$ cat src/rtl/owire_rom_layer.sv
`timescale 1ns/1ps
module owire_rom_layer #(
  parameter logic [7:0]  FAMILY = 8'h22,
  parameter logic [47:0] SERIAL = 48'h0000_5A3C_91E7
) (
  input  logic clk,
  input  logic rst_n,
  input  logic bus_reset,
  input  logic slot_strobe,
  input  logic slot_bit,
  input  logic alarm_flag,
  output logic tx_bit,
  output logic selected
);

  function automatic logic [7:0] crc_of(input logic [55:0] d);
    logic [7:0] c;
    logic fb;
    c = '0;
    for (int i = 0; i < 56; i++) begin
      fb = c[0] ^ d[i];
      c  = c >> 1;
      if (fb) c = c ^ 8'h8C;
    end
    return c;
  endfunction

  localparam logic [63:0] IDENT = {crc_of({SERIAL, FAMILY}), SERIAL, FAMILY};
  localparam logic [7:0] OP_READ  = 8'h33;
  localparam logic [7:0] OP_MATCH = 8'h55;
  localparam logic [7:0] OP_SKIP  = 8'hCC;
  localparam logic [7:0] OP_SRCH  = 8'hF0;
  localparam logic [7:0] OP_ASRCH = 8'hEC;

  typedef enum logic [2:0] {S_CMD, S_READ, S_MATCH, S_SRCH, S_SEL, S_IDLE} st_t;

  st_t        st;
  logic [5:0] cnt;
  logic [1:0] ph;
  logic [6:0] sh;
  logic [7:0] code_next;
  logic       id_bit;
  logic       srch_send;

  assign code_next = {slot_bit, sh};
  assign id_bit    = IDENT[cnt];
  assign srch_send = (st == S_SRCH) && (ph == 2'd0);

  always_ff @(posedge clk or negedge rst_n) begin
    if (!rst_n) begin
      st  <= S_CMD;
      cnt <= '0;
      ph  <= '0;
      sh  <= '0;
    end else if (bus_reset) begin
      st  <= S_CMD;
      cnt <= '0;
      ph  <= '0;
    end else if (slot_strobe) begin
      case (st)
        S_CMD: begin
          sh  <= code_next[7:1];
          cnt <= cnt + 6'd1;
          if (cnt == 6'd7) begin
            cnt <= '0;
            case (code_next)
              OP_READ:  st <= S_READ;
              OP_MATCH: st <= S_MATCH;
              OP_SKIP:  st <= S_SEL;
              OP_SRCH:  st <= S_SRCH;
              OP_ASRCH: st <= alarm_flag ? S_SRCH : S_IDLE;
              default:  st <= S_IDLE;
            endcase
          end
        end
        S_READ: begin
          cnt <= cnt + 6'd1;
          if (cnt == 6'd63) st <= S_SEL;
        end
        S_MATCH: begin
          cnt <= cnt + 6'd1;
          if (slot_bit != id_bit)  st <= S_IDLE;
          else if (cnt == 6'd63)   st <= S_SEL;
        end
        S_SRCH: begin
          if (ph == 2'd2) begin
            ph  <= '0;
            cnt <= cnt + 6'd1;
            if (slot_bit != id_bit || cnt == 6'd63) st <= S_IDLE;
          end else begin
            ph <= ph + 2'd1;
          end
        end
        default: ;
      endcase
    end
  end

  always_comb begin
    tx_bit = 1'b1;
    if (st == S_READ) tx_bit = id_bit;
    else if (st == S_SRCH && ph == 2'd0) tx_bit = id_bit;
    else if (st == S_SRCH && ph == 2'd1) tx_bit = ~id_bit;
  end

  assign selected = (st == S_SEL);

endmodule

$ cat config.mk
export PLATFORM = sky130hd
export DESIGN_NAME = owire_rom_layer
export DESIGN_NICKNAME = d
export VERILOG_FILES = /design/src/rtl/owire_rom_layer.sv
export SDC_FILE = /design/constraint.sdc
export NUM_CORES = 1
export LEC_CHECK = 0
export BUFFER_PORTS_ARGS = -buffer_cell sky130_fd_sc_hd__buf_2
export CAP_MARGIN = 20
export CORE_UTILIZATION = 48
export CTS_BUF_LIST = sky130_fd_sc_hd__clkbuf_4
export CTS_CLUSTER_SIZE = 8
export DETAILED_ROUTE_END_ITERATION = 10
export PLACE_DENSITY = 0.67
export SLEW_MARGIN = 20
export SYNTH_ARGS = -nofsm -noshare
export SYNTH_HDL_FRONTEND = slang
export SYNTH_SLANG_ARGS = --single-unit
$ cat constraint.sdc
create_clock -name clk -period 3.1 [get_ports clk]
set_input_delay 0.31 -clock clk [delete_from_list [all_inputs] [get_ports clk]]
set_output_delay 0.31 -clock clk [all_outputs]
set_load 0.05 [all_outputs]
==> flow_summary.ini <==
[status]
outcome = finished, final reports clean

[yosys]
ys.flop_type = dfrtp_1
synthesis.nets = 170
yosysUniqueCellTypes = 49
ys_seq_area_share_pct = 32.23
avgSynthCellArea_um2 = 8.902
async_flop_share_pct = 100.0
synth_seq_cells = 18
ys_warn_count = 0
syn_area_um2 = 1398
synth-edff-count = 0
synth_cells = 157

[clock_tree]
clk_pin_slew_worst_paths_ns = 0.10
post_cts_buffers = 0
clock_sinks = 18
cts_tree = done
h-tree-depth = 1
root_buffer = clkbuf_4
clock_latency_ns = 0.29
cts_max_path_buffers = 2
numCtsBuffers = 3

[setup_path]
crit_fanout = 10
cp.required_ns = 2.79
cp.arrival_ns = 2.59
worstSetupStartpointType = register
worst_setup_path_end_kind = primary output
worstSetupPathType = reg -> out

[power_and_ir_drop]
vdd_ir_drop_max_mv = 0.4046
power-per-cell-area_nw_per_um2 = 403.0
leakage_nw = 0.6083

[routing]
vias = 1174
via_per_inst = 6.147
wirelength_mm = 2.955
wire_per_inst_um = 15.47
drt_iter0_drc = 49
ant_nets = 0
dr.pass1.iters = 6
drc = 0

[layout]
final_area_um2 = 1456
fin_util_pct = 52.81
seqCellArea_um2 = 451.7
diodes = 0
multiInputGateArea_um2 = 860.8
area_growth_pct = 4.208
final_nets = 174
fill_cells = 277
final_cell_mix = nand2_1 (17), dfrtp_1 (17), o21ai_0 (12)
drive_above_1_share_pct = 15.63

[sta]
period_share_pct = 93.57
fin_crit_ns = 2.901
hold_violations = 0
worstMarginPinSlew_ns = 0.4868
drv_slew = 0
rsz0062_at_grt = no
setup_violations = 0
fin_skew_ns = 0.0007991
tns_ns = 0
maxSlewHeadroom_pct = 67.40
fmax_mhz = 344.8

[floorplanning]
initial_utilization_pct = 50.68
num_rows = 19
ios = 8
core_area_um2 = 2758
dieHeight_um = 55.96
die_w_um = 55.96
dieArea_um2 = 3132

[placement]
port_buffers = 7
gp_congestion = 0.8504
placed_cell_area_um2 = 1419
hpwl_mm = 2.193

[grt]
grt_max_degree = 19
grt_pass1_wl_mm = 5.057
grt_pass1_vias = 1125
antenna_found_initial = 0
track_usage_pct = 20.53
gr-total-overflow = 0

[job]
max_cap_viol_count = 0

[min_path]
hold_path.class = in -> reg
[final timing paths]
path | from | to | slack [ns] | cells after the start
worst max-delay path | cnt[0] | tx_bit | 0.20 | 9
worst min-delay path | bus_reset | ph[1] | 0.31 | 2
worst max register to register | cnt[0] | st[1] | 0.73 | 8
worst min register to register | ph[1] | ph[1] | 0.57 | 2
max in group asynchronous | rst_n | cnt[0] | 2.29 | 2
min in group asynchronous | rst_n | ph[0] | 0.49 | 2
[sequential cells by signal (all words and copies together) (netlist names)]
signal and flops:
cnt 6, ph 2, sh 7, st 3
[metal layers]
metal	global-route usage (%)	routed length, um	vias to the layer above
met4	9.756	59	0
met2	33.16	1369	19
met5	0	0	-
li1	-	-	588
met3	3.023	70	8
met1	27.01	1455	559
[power breakdown]
group | leakage, nW | internal (W) | switching [W]
Clock | 0.0154 | 0.0000468 | 0.0000728
Combinational | 0.354 | 0.0000791 | 0.0000563
Sequential | 0.239 | 0.000276 | 0.0000562
[logic make-up (layout without fill, tap and decap cells)]
group	Yosys count	after routing	share of synthesized area, %
AO/OA/AOI/OAI	39	39	20.32
buffers and inverters	18	21	6.176
adder cells (fa/ha/maj)	7	7	6.266
AND/OR/NAND/NOR	61	61	24.53
multiplexers	11	11	8.595
XOR/XNOR	3	3	1.880
flip-flops	18	18	32.23
[timing repair]
| action | CTS | global route |
|---|---|---|
| hold endpoints to repair | 18 | 0 |
| endpoints found under the setup margin | 0 | 1 |
| hold buffers | 1 | 0 |
| gates resized for setup | 0 | 1 |
[per-stage QoR]
step	total power [W]	worst slack, ns	hold slack [ns]	std cells
floorplan	0.0004304	0.2263	0.01441	157
global placement	0.0004607	0.5165	0.2605	186
detailed placement	0.0004709	0.4220	0.2674	186
CTS	0.0005935	0.06945	0.2955	191
global route	0.0006294	0.02792	0.2950	191
finish	0.0005870	0.1994	0.3145	191
[synth_stat cells, drive strengths merged, types with 3 or more instances]
master	count	area [um^2]
a21oi	3	15.01
nor3	7	35.03
dfrtp	18	450.4
nor2b	3	18.77
clkbuf	4	15.01
nand3	5	25.02
ha	7	87.58
buf	5	37.53
nand2	17	63.81
mux2i	3	30.03
mux2	8	90.09
nor4bb	6	60.06
o21ai	14	70.06
nor2	8	30.03
nand4	4	25.02
inv	8	30.03
[area by class of cell]
type / count / share of cell area (%)
multi-input cells: 121 / 59.11
flip-flops and latches: 18 / 31.01
repair buffers: 8 / 3.093
well taps: 31 / 2.663
inverters: 9 / 2.320
clock buffers: 3 / 1.546
clock inverters: 1 / 0.2577
[critical path, cell delays in order (launching register included)]
cell and delay [ns]:
dfrtp_2 0.47, inv_1 0.09, ha_1 0.21, or2_2 0.28, a311o_1 0.35, nand3_1 0.09
o21ai_0 0.13, mux2_2 0.29, o21ai_1 0.12, buf_2 0.27
No activity file was read; power rests on OpenSTA's default activity.
